### src/rtl/gtmr_pkg.sv
package gtmr_pkg;

  localparam int unsigned DIVCNT_W   = 12;
  localparam int unsigned CTL_BYTE_W = 8;
  localparam int unsigned BIT_EN     = 7;
  localparam int unsigned BIT_BUSY   = 5;
  localparam int unsigned BIT_FLAG   = 4;

  typedef struct packed {
    logic       en;
    logic [2:0] cks;
  } ctrl_t;

  // Terminal value of the divider for each prescaler code (ratio - 1).
  function automatic logic [DIVCNT_W-1:0] div_limit(input logic [2:0] code);
    logic [DIVCNT_W:0] ratio;
    int unsigned       sh;
    case (code)
      3'd0:    sh = 0;
      3'd1:    sh = 2;
      3'd2:    sh = 4;
      3'd3:    sh = 5;
      3'd4:    sh = 6;
      3'd5:    sh = 7;
      3'd6:    sh = 10;
      default: sh = 12;
    endcase
    ratio = (DIVCNT_W+1)'(1) << sh;
    ratio = ratio - (DIVCNT_W+1)'(1);
    return ratio[DIVCNT_W-1:0];
  endfunction

endpackage

### src/rtl/gtmr_rst_sync.sv
module gtmr_rst_sync #(
  parameter int unsigned STAGES = 2
) (
  input  logic clk,
  input  logic arst_n,
  output logic srst_n
);

  logic [STAGES-1:0] sync_q;
  logic [STAGES-1:0] sync_d;

  always_comb begin
    sync_d = {sync_q[STAGES-2:0], 1'b1};
  end

  always_ff @(posedge clk or negedge arst_n) begin
    if (!arst_n) sync_q <= '0;
    else         sync_q <= sync_d;
  end

  assign srst_n = sync_q[STAGES-1];

endmodule

### src/rtl/gtmr_prescale.sv
module gtmr_prescale
  import gtmr_pkg::*;
(
  input  logic       clk,
  input  logic       rst_n,
  input  logic       en,
  input  logic [2:0] cks,
  output logic       tick
);

  logic [DIVCNT_W-1:0] div_q;
  logic [DIVCNT_W-1:0] div_d;
  logic [DIVCNT_W-1:0] limit;

  assign limit = div_limit(cks);
  assign tick  = en && (div_q >= limit);

  // Divider is held at zero while disabled: a rising enable restarts it.
  always_comb begin
    if (!en)       div_d = '0;
    else if (tick) div_d = '0;
    else           div_d = div_q + DIVCNT_W'(1);
  end

  always_ff @(posedge clk or negedge rst_n) begin
    if (!rst_n) div_q <= '0;
    else        div_q <= div_d;
  end

endmodule

### src/rtl/gtmr_counter.sv
module gtmr_counter #(
  parameter int unsigned CNT_W = 16
) (
  input  logic             clk,
  input  logic             rst_n,
  input  logic             tick,
  input  logic             load,
  input  logic [CNT_W-1:0] ld_val,
  output logic [CNT_W-1:0] count,
  output logic             ovf_evt,
  output logic             rst_req
);

  logic [CNT_W-1:0] cnt_q;
  logic [CNT_W-1:0] cnt_d;
  logic             req_q;

  assign ovf_evt = tick && (&cnt_q) && !load;

  always_comb begin
    if (load)      cnt_d = ld_val;
    else if (tick) cnt_d = cnt_q + CNT_W'(1);
    else           cnt_d = cnt_q;
  end

  always_ff @(posedge clk or negedge rst_n) begin
    if (!rst_n) begin
      cnt_q <= '0;
      req_q <= 1'b0;
    end else begin
      cnt_q <= cnt_d;
      req_q <= ovf_evt;
    end
  end

  assign count   = cnt_q;
  assign rst_req = req_q;

endmodule

### src/rtl/gtmr_regs.sv
module gtmr_regs
  import gtmr_pkg::*;
#(
  parameter int unsigned DAT_W    = 32,
  parameter int unsigned ADDR_W   = 4,
  parameter int unsigned CNT_W    = 16,
  parameter int unsigned PEND_CYC = 2,
  parameter logic [DAT_W-CNT_W-1:0]      CNT_KEY = 'h5A5A,
  parameter logic [DAT_W-CTL_BYTE_W-1:0] CTL_KEY = 'hA5A5A5
) (
  input  logic              clk,
  input  logic              rst_n,
  input  logic              flag_rst_n,
  input  logic              bus_sel,
  input  logic              bus_wr,
  input  logic [ADDR_W-1:0] bus_addr,
  input  logic [DAT_W-1:0]  bus_wdata,
  input  logic [CNT_W-1:0]  count,
  input  logic              ovf_evt,
  output logic [DAT_W-1:0]  bus_rdata,
  output ctrl_t             ctrl,
  output logic              cnt_load,
  output logic [CNT_W-1:0]  cnt_ld_val,
  output logic              busy,
  output logic              ovf_flag,
  output logic              wr_hit,
  output logic              flag_clr
);

  localparam int unsigned PEND_W = $clog2(PEND_CYC + 1);
  localparam logic [ADDR_W-1:0] OFF_CNT = ADDR_W'(0);
  localparam logic [ADDR_W-1:0] OFF_A   = ADDR_W'(4);
  localparam logic [ADDR_W-1:0] OFF_B   = ADDR_W'(8);

  logic                  wr_req, hit_cnt, hit_a, hit_b, apply;
  logic [PEND_W-1:0]     pend_q, pend_d;
  logic [CNT_W-1:0]      stg_cnt_q, stg_cnt_d;
  logic                  stg_cnt_v_q, stg_cnt_v_d;
  ctrl_t                 stg_a_q, stg_a_d;
  logic                  stg_fb_q, stg_fb_d;
  logic                  stg_a_v_q, stg_a_v_d;
  logic [CTL_BYTE_W-1:0] stg_b_q, stg_b_d;
  logic                  stg_b_v_q, stg_b_v_d;
  ctrl_t                 ctrl_q, ctrl_d;
  logic [CTL_BYTE_W-1:0] regb_q, regb_d;
  logic                  flag_q, flag_d;
  logic [CTL_BYTE_W-1:0] rd_a;

  // Key check and decode
  assign wr_req  = bus_sel && bus_wr;
  assign hit_cnt = wr_req && (bus_addr == OFF_CNT) &&
                   (bus_wdata[DAT_W-1:CNT_W] == CNT_KEY);
  assign hit_a   = wr_req && (bus_addr == OFF_A) &&
                   (bus_wdata[DAT_W-1:CTL_BYTE_W] == CTL_KEY);
  assign hit_b   = wr_req && (bus_addr == OFF_B) &&
                   (bus_wdata[DAT_W-1:CTL_BYTE_W] == CTL_KEY);
  assign wr_hit  = hit_cnt || hit_a || hit_b;
  assign apply   = (pend_q == PEND_W'(1)) && !wr_hit;

  // Next state
  always_comb begin
    pend_d      = pend_q;
    stg_cnt_d   = stg_cnt_q;
    stg_cnt_v_d = stg_cnt_v_q;
    stg_a_d     = stg_a_q;
    stg_fb_d    = stg_fb_q;
    stg_a_v_d   = stg_a_v_q;
    stg_b_d     = stg_b_q;
    stg_b_v_d   = stg_b_v_q;
    ctrl_d      = ctrl_q;
    regb_d      = regb_q;

    if (wr_hit)              pend_d = PEND_W'(PEND_CYC);
    else if (pend_q != '0)   pend_d = pend_q - PEND_W'(1);

    if (hit_cnt) begin
      stg_cnt_d   = bus_wdata[CNT_W-1:0];
      stg_cnt_v_d = 1'b1;
    end else if (apply) begin
      stg_cnt_v_d = 1'b0;
    end

    if (hit_a) begin
      stg_a_d.en  = bus_wdata[BIT_EN];
      stg_a_d.cks = bus_wdata[2:0];
      stg_fb_d    = bus_wdata[BIT_FLAG];
      stg_a_v_d   = 1'b1;
    end else if (apply) begin
      stg_a_v_d   = 1'b0;
    end

    if (hit_b) begin
      stg_b_d   = bus_wdata[CTL_BYTE_W-1:0];
      stg_b_v_d = 1'b1;
    end else if (apply) begin
      stg_b_v_d = 1'b0;
    end

    if (apply && stg_a_v_q) ctrl_d = stg_a_q;
    if (apply && stg_b_v_q) regb_d = stg_b_q;
  end

  assign flag_clr   = apply && stg_a_v_q && !stg_fb_q;
  assign cnt_load   = apply && stg_cnt_v_q;
  assign cnt_ld_val = stg_cnt_q;

  // Set by overflow wins over a clear applied in the same cycle
  always_comb begin
    if (ovf_evt)       flag_d = 1'b1;
    else if (flag_clr) flag_d = 1'b0;
    else               flag_d = flag_q;
  end

  // Registers in the system reset domain
  always_ff @(posedge clk or negedge rst_n) begin
    if (!rst_n) begin
      pend_q      <= '0;
      stg_cnt_q   <= '0;
      stg_cnt_v_q <= 1'b0;
      stg_a_q     <= '0;
      stg_fb_q    <= 1'b0;
      stg_a_v_q   <= 1'b0;
      stg_b_q     <= '0;
      stg_b_v_q   <= 1'b0;
      ctrl_q      <= '0;
      regb_q      <= '0;
    end else begin
      pend_q      <= pend_d;
      stg_cnt_q   <= stg_cnt_d;
      stg_cnt_v_q <= stg_cnt_v_d;
      stg_a_q     <= stg_a_d;
      stg_fb_q    <= stg_fb_d;
      stg_a_v_q   <= stg_a_v_d;
      stg_b_q     <= stg_b_d;
      stg_b_v_q   <= stg_b_v_d;
      ctrl_q      <= ctrl_d;
      regb_q      <= regb_d;
    end
  end

  // Overflow flag lives in the power-on domain only
  always_ff @(posedge clk or negedge flag_rst_n) begin
    if (!flag_rst_n) flag_q <= 1'b0;
    else             flag_q <= flag_d;
  end

  assign busy     = (pend_q != '0);
  assign ovf_flag = flag_q;
  assign ctrl     = ctrl_q;

  // Read path
  always_comb begin
    rd_a           = '0;
    rd_a[BIT_EN]   = ctrl_q.en;
    rd_a[BIT_BUSY] = busy;
    rd_a[BIT_FLAG] = flag_q;
    rd_a[2:0]      = ctrl_q.cks;
    bus_rdata      = '0;
    if (bus_sel && !bus_wr) begin
      case (bus_addr)
        OFF_CNT: bus_rdata = DAT_W'(count);
        OFF_A:   bus_rdata = DAT_W'(rd_a);
        OFF_B:   bus_rdata = DAT_W'(regb_q);
        default: bus_rdata = '0;
      endcase
    end
  end

endmodule

### src/rtl/guard_timer.sv
module guard_timer
  import gtmr_pkg::*;
#(
  parameter int unsigned DAT_W      = 32,
  parameter int unsigned ADDR_W     = 4,
  parameter int unsigned CNT_W      = 16,
  parameter int unsigned PEND_CYC   = 2,
  parameter int unsigned RST_STAGES = 2
) (
  input  logic              clk,
  input  logic              por_n,
  input  logic              rst_n,
  input  logic              bus_sel,
  input  logic              bus_wr,
  input  logic [ADDR_W-1:0] bus_addr,
  input  logic [DAT_W-1:0]  bus_wdata,
  output logic [DAT_W-1:0]  bus_rdata,
  output logic              wdt_rst_req
);

  localparam int unsigned N_DOM = 2;

  logic [N_DOM-1:0] raw_rst_n;
  logic [N_DOM-1:0] sync_rst_n;
  logic             flag_rst_n, sys_rst_n;
  ctrl_t            ctrl;
  logic             tick, cnt_load, ovf_evt, busy, ovf_flag, wr_hit, flag_clr;
  logic [CNT_W-1:0] count, cnt_ld_val;

  assign raw_rst_n[0] = por_n;
  assign raw_rst_n[1] = por_n & rst_n;

  for (genvar g = 0; g < N_DOM; g++) begin : g_rst
    gtmr_rst_sync #(.STAGES(RST_STAGES)) u_sync (
      .clk    (clk),
      .arst_n (raw_rst_n[g]),
      .srst_n (sync_rst_n[g])
    );
  end

  assign flag_rst_n = sync_rst_n[0];
  assign sys_rst_n  = sync_rst_n[1];

  gtmr_regs #(
    .DAT_W(DAT_W), .ADDR_W(ADDR_W), .CNT_W(CNT_W), .PEND_CYC(PEND_CYC)
  ) u_regs (
    .clk        (clk),
    .rst_n      (sys_rst_n),
    .flag_rst_n (flag_rst_n),
    .bus_sel    (bus_sel),
    .bus_wr     (bus_wr),
    .bus_addr   (bus_addr),
    .bus_wdata  (bus_wdata),
    .count      (count),
    .ovf_evt    (ovf_evt),
    .bus_rdata  (bus_rdata),
    .ctrl       (ctrl),
    .cnt_load   (cnt_load),
    .cnt_ld_val (cnt_ld_val),
    .busy       (busy),
    .ovf_flag   (ovf_flag),
    .wr_hit     (wr_hit),
    .flag_clr   (flag_clr)
  );

  gtmr_prescale u_pre (
    .clk   (clk),
    .rst_n (sys_rst_n),
    .en    (ctrl.en),
    .cks   (ctrl.cks),
    .tick  (tick)
  );

  gtmr_counter #(.CNT_W(CNT_W)) u_cnt (
    .clk     (clk),
    .rst_n   (sys_rst_n),
    .tick    (tick),
    .load    (cnt_load),
    .ld_val  (cnt_ld_val),
    .count   (count),
    .ovf_evt (ovf_evt),
    .rst_req (wdt_rst_req)
  );

endmodule

### config.mk
export PLATFORM = sky130hd
export DESIGN_NAME = guard_timer
export DESIGN_NICKNAME = d
export VERILOG_FILES = /design/src/rtl/gtmr_pkg.sv /design/src/rtl/gtmr_rst_sync.sv /design/src/rtl/gtmr_prescale.sv /design/src/rtl/gtmr_counter.sv /design/src/rtl/gtmr_regs.sv /design/src/rtl/guard_timer.sv
export SDC_FILE = /design/constraint.sdc
export NUM_CORES = 1
export LEC_CHECK = 0
export ABC_AREA = 1
export CORE_MARGIN = 8
export CORE_UTILIZATION = 60
export DETAILED_ROUTE_END_ITERATION = 16
export DONT_BUFFER_PORTS = 1
export GPL_TIMING_DRIVEN = 0
export PLACE_DENSITY_LB_ADDON = 0.1
export SLEW_MARGIN = 20
export SYNTH_ARGS = -nofsm -noshare
export SYNTH_HDL_FRONTEND = slang
export SYNTH_SLANG_ARGS = --single-unit
### constraint.sdc
create_clock -name clk -period 2.81 [get_ports clk]
set_input_delay 0.281 -clock clk [delete_from_list [all_inputs] [get_ports clk]]
set_output_delay 0.281 -clock clk [all_outputs]
set_load 0.005 [all_outputs]
== Yosys cells after proc, flatten, opt, wreduce, memory -nomap -nowiden ==
Index checks and enable logic that the tools add are counted.
W data, S select, Z words.

* Bits of input ports: 41
* Output and inout bits: 33
* Flip-flop bits (word level): 80
* Logic and storage cells: 83

* Shift operators: 1
* Equality and inequality tests: 11
* Multiplexer cells: 15
* Add/subtract/negate cells: 4
* $lt $le $gt $ge: 1
* Reduce and logical (&&, ||, !) cells: 32
* Bitwise operators: 1

{| class="wikitable"
|+ Operators with widths
! kind !! count
|-
| $pmux W16 S3 || 1
|-
| $mux W16 || 2
|-
| $mux W32 || 1
|-
| $pmux W4 S7 || 1
|-
| $eq A24 B24 Y1 const B || 1
|-
| $mux W12 || 2
|-
| $add A16 B1 Y16 const B || 1
|-
| $eq A16 B15 Y1 const B || 1
|-
| $logic_and A1 B1 Y1 || 16
|-
| $reduce_and A16 Y1 || 1
|-
| $reduce_bool A2 Y1 || 7
|-
| $add A12 B1 Y12 const B || 1
|-
| $ge A12 B12 Y1 || 1
|-
| $shl A1 B4 Y12 const A || 1
|-
| $sub A12 B1 Y12 const B || 1
|-
| $eq A3 B3 Y1 const B || 3
|-
| $eq A3 B2 Y1 const B || 2
|-
| $mux W1 || 6
|-
| $eq A4 B3 Y1 const B || 1
|-
| $eq A4 B4 Y1 const B || 1
|-
| $logic_not A1 Y1 || 4
|-
| $logic_not A4 Y1 || 1
|-
| $mux W2 || 2
|-
| $eq A3 B1 Y1 const B || 1
|-
| 5 further kinds || 6
|}

== Depth between registers and ports, before layout ==
Gate-level depths: netlist (run 1).

* Word-level depth: 11
* Depth in mapped cells: 22

== By module ==
A second synthesis (run 1) with hierarchy kept.

* Cells, all modules: 636
* Area total of the unflattened synthesis: 5007.3 um2

{| class="wikitable"
|+ Modules (own cells, without submodules)
! module !! seq. area each (um2) !! area each (um2) !! cells each !! times used
|-
| gtmr_regs || 1176.1 || 2548.7 || 318 || 1
|-
| gtmr_prescale || 300.3 || 1253.7 || 172 || 1
|-
| gtmr_counter || 425.4 || 1089.8 || 138 || 1
|-
| gtmr_rst_sync || 50.0 || 53.8 || 3 || 2
|-
| guard_timer || 0.0 || 7.5 || 2 || 1
|}

== Worst setup path after synthesis (run 1) ==
Ideal clock, no wire load.

* Path type: register -> register
* Start: reg u_regs.ctrl_q (netlist bit u_regs.ctrl[1])
* End: reg u_cnt.cnt_q[2] (netlist: u_cnt.count[2])
* Arrival time: 2.869 ns
* Slack: -0.128 ns
* Period minus slack after synthesis: 2.938 ns
* Stages on the path, launching flop included: 23
* Data required time: 2.741 ns
* Path buffers: 1
* Library setup time: 0.069 ns
* Cell sequence: dfrtp_1 inv_1 ha_1 inv_1 nand2_1 nor2_1 nand2_1 o21ai_0 nor2_1 nand2_1 xnor2_1 inv_1 ha_1 nand2_1 nor2_1 and2_1 nand2_1 nand4_2 nand2_2 inv_2 buf_2 nand3_1 nand3_1

* Word-level cells in the longest chain between the ends: 7
* Elaborated cells on any way between the ends: 13
* Classes of those cells: 1 x add/sub; 1 x order compare; 6 x eq/ne; 1 x shift; 1 x mux; 3 x reduce/logical

{| class="wikitable"
|+ Ends and longest elaborated chain
! item !! line !! RTL
|-
| start: declaration || gtmr_regs.sv:44 || <nowiki>ctrl_t ctrl_q, ctrl_d;</nowiki>
|-
| start signal: assignment || gtmr_regs.sv:136 || <nowiki>ctrl_q <= ctrl_d;</nowiki>
|-
| $eq A3 B3 Y1, or another cell as far along || gtmr_pkg.sv:18 || <nowiki>case (code)</nowiki>
|-
| $pmux W4 S7 * || gtmr_pkg.sv:18 ||
|-
| $shl A1 B4 Y12 * || gtmr_pkg.sv:28 || <nowiki>ratio = (DIVCNT_W+1)'(1) << sh;</nowiki>
|-
| $sub A12 B1 Y12 * || gtmr_pkg.sv:29 || <nowiki>ratio = ratio - (DIVCNT_W+1)'(1);</nowiki>
|-
| $ge A12 B12 Y1 * || gtmr_prescale.sv:16 || <nowiki>assign tick = en && (div_q >= limit);</nowiki>
|-
| $logic_and A1 B1 Y1 * || gtmr_prescale.sv:16 ||
|-
| $reduce_bool A2 Y1 (no line) * || -- ||
|-
| end signal: assignment || gtmr_counter.sv:31 || <nowiki>cnt_q <= cnt_d;</nowiki>
|-
| end: declaration || gtmr_counter.sv:14 || <nowiki>logic [CNT_W-1:0] cnt_q;</nowiki>
|}

Mark *: on every way between the ends. The rest lies on a longest branch, timed or not.
A chain may end at the register's enable or synchronous reset.

== Worst setup path in the final report (run 1) ==
* Start: reg u_regs.ctrl_q (netlist bit u_regs.ctrl[1])
* End: reg u_cnt.cnt_q[7] (netlist: u_cnt.count[7])

Same word-level chain as after synthesis.

==> results.py, run 1 <==
metrics = {
    "run_status": {
        "status": "finished with violations",
        "violations": "setup timing",
    },
    "clock_tree": {
        "clock_sinks": 80,
        "h-tree-depth": 3,
        "cts_tree": "yes",
        "cts-root-buf": "clkbuf_8",
        "worstSkewPairLatency_ns": 0.36,
        "clk_path_buf_depth": 2,
        "clk_pin_slew_ns": 0.09,
        "cts_buffers": 9,
    },
    "grt": {
        "grt_max_degree": 52,
        "grt_pass1_vias": 3973,
        "grt_pass1_wl_mm": 18.9,
        "grt-ovfl-total": 0,
        "grt_usage_pct": 20.7,
        "grt_antenna_before_repair": 0,
    },
    "critical_path": {
        "cpPeakStageDelay_ns": 0.45,
        "crit_chain": "buf_4 -> nand3_1 -> nand2_4 -> nor2_4 -> nand2_1 -> o21ai_1 -> nor2_1 -> nand2_1 -> xnor2_1 -> inv_1 -> ha_4 -> a21oi_2 -> o21a_1 -> nand4_4 -> nand2_8 -> inv_8 -> clkbuf_16 -> nand3_2 -> nand3_2",
        "cp.arrival_ns": 3.17,
        "path_class": "flop to flop",
        "cp-start-kind": "flop",
        "endpoint_kind": "flop",
        "cp.required_ns": 3.05,
        "worst-path-max-fanout": 6,
        "worst_path_max_delay_cell": "dfrtp_2",
    },
    "detailed_routing": {
        "via_per_inst": 5.42,
        "wl_mm": 12.3,
        "dr.pass1.iters": 5,
        "first_iter_violations": 236,
        "num_vias": 4262,
        "ant_nets": 0,
        "routedWlPerCell_um": 15.7,
        "drc": 0,
    },
    "synth": {
        "yosysMostFrequentCell": "nand2_1",
        "syn-cell-area_mm2": 0.00491,
        "ys_warn_count": 0,
        "synth_top_area_share_pct": 40.8,
        "ys.flop_type": "dfrtp_1",
        "synth_cells": 627,
        "ys_types": 42,
        "synth-edff-count": 0,
        "ys_ff_latch": 80,
        "avgSynthCellArea_um2": 7.83,
        "yosys-top-cells-count": "nand2_1 (148), nand3_1 (103), dfrtp_1 (80), inv_1 (65), nor2_1 (54)",
        "netlist.top_cell.by_area": "dfrtp_1",
        "postSynth.asyncResetShare_pct": 100,
        "synth.area.top_cells": "dfrtp_1 (41%), nand2_1 (11%), nand3_1 (10%), ha_1 (5.6%), inv_1 (5.0%)",
        "yosysSeqAreaShare_pct": 40.8,
    },
    "worst_hold_path": {
        "hold_path_class": "flop to async pin",
    },
    "finish": {
        "design_area_mm2": 0.00592,
        "n_antenna_cell": 0,
        "fillers": 610,
        "multiInputGateArea_mm2": 0.00280,
        "area_growth_pct": 20.5,
        "register_area_mm2": 0.00201,
        "drive_gt1_share_pct": 22.3,
        "nets": 739,
    },
    "placement": {
        "dp_hpwl_mm": 8.72,
        "post-place-ws_ns": -0.304,
        "placed_cell_area_mm2": 0.00516,
        "io_buffers": 0,
        "place.gp.congestion": 0.885,
    },
    "sta": {
        "relSlewSlack_pct": 41.4,
        "setup_viol": 21,
        "post-route-period-util_pct": 104,
        "fmax_mhz": 341,
        "hold_viol": 0,
        "clock_skew_ns": 0.0150,
        "min_period_ns": 2.93,
        "drv_slew": 0,
        "max_slew.worst_pin.slew_ns": 0.876,
        "postLayoutSetupSlackWorst_ns": -0.125,
        "rsz0062_at_grt": "true",
    },
    "floorplanning": {
        "die_x_um": 106,
        "initial_core_util_pct": 60.7,
        "ioPinCount": 74,
        "rows": 33,
        "core_mm2": 0.00809,
        "die_area_mm2": 0.0113,
        "dieHeight_um": 106,
    },
    "pwr": {
        "peakVddDrop_v": 0.000323,
        "powerDensity_mw_per_mm2": 388,
        "power.leakage_uw": 0.00291,
    },
    "run": {
        "maxCapViolations": 0,
    },
}
cells in the final DEF, fill, tap and decap left out, types with 11 or more instances in the layout:
cell type / synthesis / routed
nand3_2: 2 / 28
ha_1: 22 / 18
inv_1: 65 / 59
nor3_1: 11 / 11
o21ai_0: 26 / 25
nor2_1: 54 / 48
conb_1: 2 / 18
nand2_1: 148 / 140
dfrtp_1: 80 / 77
nand3_1: 103 / 74
buf_4: 16 / 30
xor2_1: 22 / 21
worst paths after layout:
path,from,to,slack (ns),depth (start not counted)
worst max-delay path,u_regs.ctrl[1]$_DFFE_PN0P_,u_cnt.count[7]$_DFFE_PN0P_,-0.12,19
worst min-delay path,g_rst[0].u_sync.sync_q[1]$_DFF_PN0_,u_regs.ovf_flag$_DFFE_PN0P_,0.007,0
worst max register to register,u_regs.ctrl[1]$_DFFE_PN0P_,u_cnt.count[7]$_DFFE_PN0P_,-0.12,19
worst min register to register,g_rst[0].u_sync.sync_q[1]$_DFF_PN0_,u_regs.ovf_flag$_DFFE_PN0P_,0.007,0
max in group asynchronous,g_rst[1].u_sync.sync_q[1]$_DFF_PN0_,u_regs.ctrl[2]$_DFFE_PN0P_,1.99,1
min in group clk,bus_wdata[10],u_regs.cnt_ld_val[10]$_DFFE_PN0P_,0.04,2
cell type report:
type                       instances  area share [%]
multi-input combinational        462            47.3
buffer                            34            4.67
timing repair buffer              22            4.38
sequential                        80            33.9
clock buffer                      10            2.16
inverter                          67            4.46
clock inverter                     6           0.867
tap                              105            2.22
power by group:
| group | switching, uW | internal [uW] |
|---|---|---|
| combinational | 184 | 126 |
| clock | 463 | 335 |
| sequential | 19.2 | 1170 |
| total | 666 | 1630 |
kinds of logic (layout without fill, tap and decap cells):
family,count (synthesis),after routing,synth area share (%)
xor gates and xnor gates,24,24,4.28
adders and majority gates,22,22,5.61
and+or+nand+nor,350,350,33.5
DFF,80,80,40.8
buffers and inverters,101,139,10.1
AOI/OAI and AO/OA,48,48,5.61
other,2,18,0.153
layer usage:
| metal | track usage [%] | wire length (um) | up-vias |
|---|---|---|---|
| met3 | 5.20 | 763 | 25 |
| met5 | 0 | 0 | - |
| met2 | 33.0 | 5980 | 150 |
| met4 | 5.63 | 232 | 0 |
| met1 | 27.5 | 5360 | 1996 |
| li1 | - | - | 2091 |
metrics by stage:
stage | hold WS, ns | util (%) | setup TNS, ns | total power, uW | cells
CTS | 0.00922 | 68.3 | 0 | 2310 | 778
finish | 0.00700 | 73.1 | -1.79 | 2300 | 786
global route | 0.0143 | 73.1 | -5.47 | 2400 | 786
global placement | -0.0145 | 63.4 | -34.63 | 1510 | 748
floorplan | -0.0146 | - | 0 | 1460 | 643
detailed placement | -0.0145 | 63.8 | -6.58 | 1520 | 749
registers in the layout, summed over array words and instances, names as in the netlist, 2 cells and up:
signal	cells
u_regs.regb_q	8
u_regs.stg_a_q	4
u_cnt.count	16
u_regs.pend_q	2
u_regs.ctrl	4
u_regs.cnt_ld_val	16
u_regs.stg_b_q	8
g_rst.u_sync.sync_q	4
u_pre.div_q	12
critical path, delay by kind of cell, from the launching register on:
family | cells | cell delay, ns
compound gates | 3 | 0.43
xor+xnor | 1 | 0.11
fa+ha+maj | 1 | 0.26
buf+inv | 4 | 0.44
flops | 1 | 0.45
simple gates | 10 | 1.12
what timing repair did:
| item | CTS | global route |
|---|---|---|
| resized for setup | 21 | 61 |
| setup endpoints to repair | 29 | 29 |
| cloned | 0 | 3 |
| hold endpoints to repair | 4 | 0 |
| pin swaps | 5 | 21 |
| hold buffers | 2 | 0 |
| buffers inserted | 11 | 5 |
No activity file was read; power rests on OpenSTA's default activity.
==> run 2: changes to the inputs <==
- CORE_ASPECT_RATIO: not set -> 1.2
- SETUP_SLACK_MARGIN: not set -> 0.02
- SLEW_MARGIN: 20 -> 10
==> results.py, run 2 (synthesized netlist as in run 1, its figures left out) <==
metrics = {
    "critical_path": {
        "cp-start-kind": "flop",
        "endpoint_kind": "flop",
        "worst-path-max-fanout": 6,
        "path_class": "flop to flop",
        "cp.required_ns": 3.05,
        "r2r_cells": 18,
        "cp.arrival_ns": 3.05,
    },
    "sta": {
        "hold_viol": 0,
        "max_slew.worst_pin.slew_ns": 0.881,
        "fmax_mhz": 355,
        "min_period_ns": 2.82,
        "postLayoutSetupSlackWorst_ns": -0.00672,
        "drv_slew": 0,
        "setup_viol": 2,
        "rsz0062_at_grt": "true",
        "clock_skew_ns": 0.0116,
        "post-route-period-util_pct": 100,
        "hold_ws_ns": 0.0148,
        "relSlewSlack_pct": 41.0,
    },
    "grt": {
        "grt_pass1_wl_mm": 18.9,
        "grt_usage_pct": 21.0,
        "grt_antenna_before_repair": 0,
        "grt_pass1_vias": 4106,
        "grt_max_degree": 55,
        "grt-ovfl-total": 0,
    },
    "run_status": {
        "status": "finished with violations",
        "violations": "setup timing",
    },
    "detailed_routing": {
        "routedWlPerCell_um": 15.5,
        "ant_nets": 0,
        "first_iter_violations": 244,
        "via_per_inst": 5.50,
        "dr.pass1.iters": 4,
        "num_vias": 4222,
        "wl_mm": 11.9,
        "drc": 0,
    },
    "placement": {
        "dp_hpwl_mm": 9.10,
        "placedCellCount": 739,
        "place.gp.congestion": 0.934,
        "io_buffers": 0,
    },
    "finish": {
        "area_growth_pct": 16.4,
        "layout_common_cells": "nand2_1 (141), nand3_1 (91), dfrtp_1 (76)",
        "n_antenna_cell": 0,
        "drive_gt1_share_pct": 18.3,
        "final_common_cell": "nand2_1",
        "fin_cells": 768,
        "finalCoreUtilization_pct": 71.3,
        "nets": 731,
        "fillers": 674,
    },
    "clock_tree": {
        "clk_pin_slew_ns": 0.08,
        "cts_tree": "yes",
        "worstSkewPairLatency_ns": 0.36,
        "clock_sinks": 80,
        "cts-root-buf": "clkbuf_8",
        "cts_buffers": 9,
        "h-tree-depth": 3,
        "clk_path_buf_depth": 2,
    },
    "floorplanning": {
        "initial_core_util_pct": 61.2,
        "rows": 36,
        "dieHeight_um": 115,
        "core_mm2": 0.00802,
        "die_x_um": 98.6,
        "ioPinCount": 74,
        "die_area_mm2": 0.0113,
    },
    "run": {
        "maxCapViolations": 0,
    },
    "pwr": {
        "power_uw": 2350,
        "peakVddDrop_v": 0.000381,
        "power.leakage_uw": 0.00280,
        "powerDensity_mw_per_mm2": 411,
    },
    "worst_hold_path": {
        "hold_path_class": "flop to async pin",
    },
}
[run 2: cell types whose count changed in the layout (fill, tap and decap cells not counted), moves of 2 or more]
cell	before	now
buf_4	30	24
nand3_2	28	11
nand3_1	74	91
inv_6	2	0
[run 2: critical path, cell delays in order, from the launching register on]
cell and delay, ns:
dfrtp_2 0.42, ha_2 0.29, inv_2 0.10, nor2_1 0.15, inv_1 0.08, o21ai_2 0.14, nor2_1 0.05, nand2_1 0.07
xnor2_1 0.11, inv_1 0.09, ha_4 0.23, a21oi_1 0.14, o21a_1 0.18, nand4_4 0.13, nand2_4 0.14, inv_8 0.06
clkbuf_16 0.15, nand3_1 0.08, nand3_1 0.07
[run 2: area by class of cell]
type / count / area (um^2) / area share, %
buffer: 34 / 287 / 5.01
clock buffer: 11 / 141 / 2.47
clock inverter: 5 / 56.3 / 0.985
inverter: 67 / 262 / 4.58
multi-input combinational: 462 / 2680 / 46.8
sequential: 80 / 2010 / 35.2
tap: 95 / 119 / 2.08
timing repair buffer: 14 / 164 / 2.87
[run 2: worst paths after layout]
path,start,slack (ns),to
max reg2reg,u_regs.ctrl[2]$_DFFE_PN0P_,-0.007,u_cnt.count[8]$_DFFE_PN0P_
min in group clk,bus_wdata[13],0.03,u_regs.cnt_ld_val[13]$_DFFE_PN0P_
max,u_regs.ctrl[2]$_DFFE_PN0P_,-0.007,u_cnt.count[8]$_DFFE_PN0P_
max in group asynchronous,g_rst[1].u_sync.sync_q[1]$_DFF_PN0_,2.00,u_regs.ctrl[0]$_DFFE_PN0P_
min reg2reg,g_rst[0].u_sync.sync_q[1]$_DFF_PN0_,0.01,u_regs.ovf_flag$_DFFE_PN0P_
min,g_rst[0].u_sync.sync_q[1]$_DFF_PN0_,0.01,u_regs.ovf_flag$_DFFE_PN0P_
[run 2: metrics by stage]
stage	setup TNS (ns)	cell area [um^2]	setup WS [ns]
final	-0.0110	5710	-0.00672
after global routing	-4.55	5710	-0.222
after CTS	0	5510	0.0125
after detailed placement	-8.28	5150	-0.372
after global placement	-31.54	5120	-0.594
after floorplan	0	5000	0.0357
[run 2: what timing repair did]
action / CTS / global route
endpoints found under the hold margin: 4 / 0
buffers inserted: 7 / 3
resized for setup: 22 / 36
hold buffers: 2 / 0
pin swaps: 3 / 2
setup endpoints to repair: 29 / 29
cloned: 0 / 1
[run 2: report_power, final]
part / leakage, uW / switching [uW] / total [uW] / internal [uW]
Clock: 0.0000993 / 409 / 843 / 433
Combinational: 0.00160 / 191 / 317 / 126
Sequential: 0.00109 / 18.1 / 1190 / 1170
Total: 0.00280 / 619 / 2350 / 1730
[run 2: routing by layer]
metal / GRT usage, % / share of wire (%) / wire, um
met1: 22.7 / 40 / 4740
met2: 38.1 / 53 / 6300
met3: 5.15 / 5.1 / 607
met4: 9.13 / 2.4 / 286
met5: 0 / 0 / 0
==> run 3: changes to the inputs <==
- CORE_UTILIZATION: 60 -> 64
==> results.py, run 3 (synthesized netlist as in run 1, its figures left out) <==
metrics = {
    "worst_hold_path": {
        "hold_path_class": "flop to async pin",
    },
    "clock_tree": {
        "worstSkewPairLatency_ns": 0.35,
        "clk_pin_slew_ns": 0.08,
        "clk_path_buf_depth": 2,
        "cts_tree": "yes",
        "h-tree-depth": 3,
        "cts-root-buf": "clkbuf_8",
        "cts_buffers": 9,
        "clock_sinks": 80,
    },
    "pwr": {
        "powerDensity_mw_per_mm2": 441,
        "power.leakage_uw": 0.00284,
        "power_uw": 2560,
        "peakVddDrop_v": 0.000391,
    },
    "sta": {
        "post-route-period-util_pct": 102,
        "drv_slew": 0,
        "setup_tns_ns": -0.689,
        "max_slew.worst_pin.slew_ns": 0.884,
        "setup_viol": 17,
        "hold_viol": 0,
        "relSlewSlack_pct": 40.9,
        "hold_ws_ns": 0.00327,
        "min_period_ns": 2.87,
        "postLayoutSetupSlackWorst_ns": -0.0574,
        "rsz0062_at_grt": "true",
        "fmax_mhz": 349,
        "clock_skew_ns": 0.00847,
    },
    "detailed_routing": {
        "wl_mm": 12.1,
        "drc": 0,
        "num_vias": 4250,
        "via_per_inst": 5.51,
        "ant_nets": 0,
        "dr.pass1.iters": 8,
        "routedWlPerCell_um": 15.6,
        "first_iter_violations": 300,
    },
    "grt": {
        "grt_antenna_before_repair": 0,
        "grt_usage_pct": 23.5,
        "grt_pass1_wl_mm": 19.7,
        "grt_max_degree": 43,
        "grt_pass1_vias": 4318,
        "grt-ovfl-total": 0,
    },
    "finish": {
        "layout_common_cells": "nand2_1 (142), nand3_1 (90), dfrtp_1 (77)",
        "area_growth_pct": 18.0,
        "multiInputGateArea_mm2": 0.00267,
        "register_area_mm2": 0.00201,
        "finalCoreUtilization_pct": 76.5,
        "nets": 737,
        "n_antenna_cell": 0,
        "fin_cells": 771,
        "final_common_cell": "nand2_1",
        "fillers": 576,
        "drive_gt1_share_pct": 18.9,
    },
    "floorplanning": {
        "initial_core_util_pct": 64.8,
        "dieHeight_um": 112,
        "ioPinCount": 74,
        "die_x_um": 96.0,
        "core_mm2": 0.00758,
        "rows": 35,
        "die_area_mm2": 0.0107,
    },
    "placement": {
        "io_buffers": 0,
        "placedCellCount": 736,
        "dp_hpwl_mm": 9.10,
        "place.gp.congestion": 0.900,
    },
    "run_status": {
        "status": "finished with violations",
        "violations": "setup timing",
    },
    "critical_path": {
        "cp-start-kind": "flop",
        "cp.required_ns": 3.05,
        "path_class": "flop to flop",
        "worst-path-max-fanout": 6,
        "endpoint_kind": "flop",
        "cp.arrival_ns": 3.11,
    },
    "run": {
        "maxCapViolations": 0,
    },
}
run 3: power breakdown:
part | leakage, uW | total [uW] | switching, uW | internal, uW
sequential | 0.00110 | 1190 | 21.7 | 1170
clock | 0.000127 | 1050 | 409 | 643
combinational | 0.00162 | 314 | 190 | 124
run 3: worst max-delay path: stages (launching register included):
cell	delay, ns
dfrtp_2	0.44
inv_2	0.09
ha_4	0.23
inv_4	0.06
nand2_4	0.06
nor2_4	0.12
nand2_2	0.08
buf_4	0.14
xor2_1	0.24
ha_1	0.32
nand2_4	0.09
nor2_4	0.04
and2_4	0.15
nand2_2	0.08
nand4_4	0.10
nand2_4	0.17
inv_8	0.06
buf_8	0.13
nand3_1	0.08
nand3_1	0.07
run 3: metrics by stage:
stage | worst slack [ns] | area [um^2]
after floorplan | 0.0357 | 5000
after global placement | -0.510 | 5120
after detailed placement | -0.445 | 5140
after CTS | -0.0356 | 5710
after global routing | -0.239 | 5800
final | -0.0574 | 5800
run 3: what timing repair did:
item                                    in CTS  in global routing
endpoints found under the setup margin      29                 29
buffers inserted                            13                  2
resized for setup                           40                 17
gates cloned                                 1                  1
hold buffers                                 2                  0
hold endpoints to repair                     4                  0
pin swaps                                   12                 13
run 3: final cells by class:
type / instances / area share [%]
Buffer: 34 / 4.92
Clock buffer: 12 / 2.68
Clock inverter: 4 / 1.71
Inverter: 67 / 4.60
Multi-Input combinational cell: 462 / 46.0
Sequential cell: 80 / 34.7
Tap cell: 92 / 1.99
Timing Repair Buffer: 20 / 3.43
run 3: per-layer routing:
metal  track usage, %  vias up  part of all wire, %  routed length, um
met5                0        -                    0                  0
met4             12.5        0                  4.5                542
met3             5.25       39                  4.9                589
li1                 -     2100                    -                  -
met2             40.7      124                   52               6300
met1             25.5     1987                   38               4630
run 3: path summary, 6_finish.rpt:
| kind | endpoint | cells past startpoint | slack [ns] | start |
|---|---|---|---|---|
| worst max-delay path | u_cnt.count[5]$_DFFE_PN0P_ | 19 | -0.06 | u_regs.ctrl[1]$_DFFE_PN0P_ |
| worst min-delay path | u_regs.ovf_flag$_DFFE_PN0P_ | 0 | 0.003 | g_rst[0].u_sync.sync_q[1]$_DFF_PN0_ |
| worst max register to register | u_cnt.count[5]$_DFFE_PN0P_ | 19 | -0.06 | u_regs.ctrl[1]$_DFFE_PN0P_ |
| worst min register to register | u_regs.ovf_flag$_DFFE_PN0P_ | 0 | 0.003 | g_rst[0].u_sync.sync_q[1]$_DFF_PN0_ |
| max in group asynchronous | u_regs.ctrl[1]$_DFFE_PN0P_ | 1 | 1.94 | g_rst[1].u_sync.sync_q[1]$_DFF_PN0_ |
| min in group clk | u_regs.cnt_ld_val[9]$_DFFE_PN0P_ | 2 | 0.04 | bus_wdata[9] |
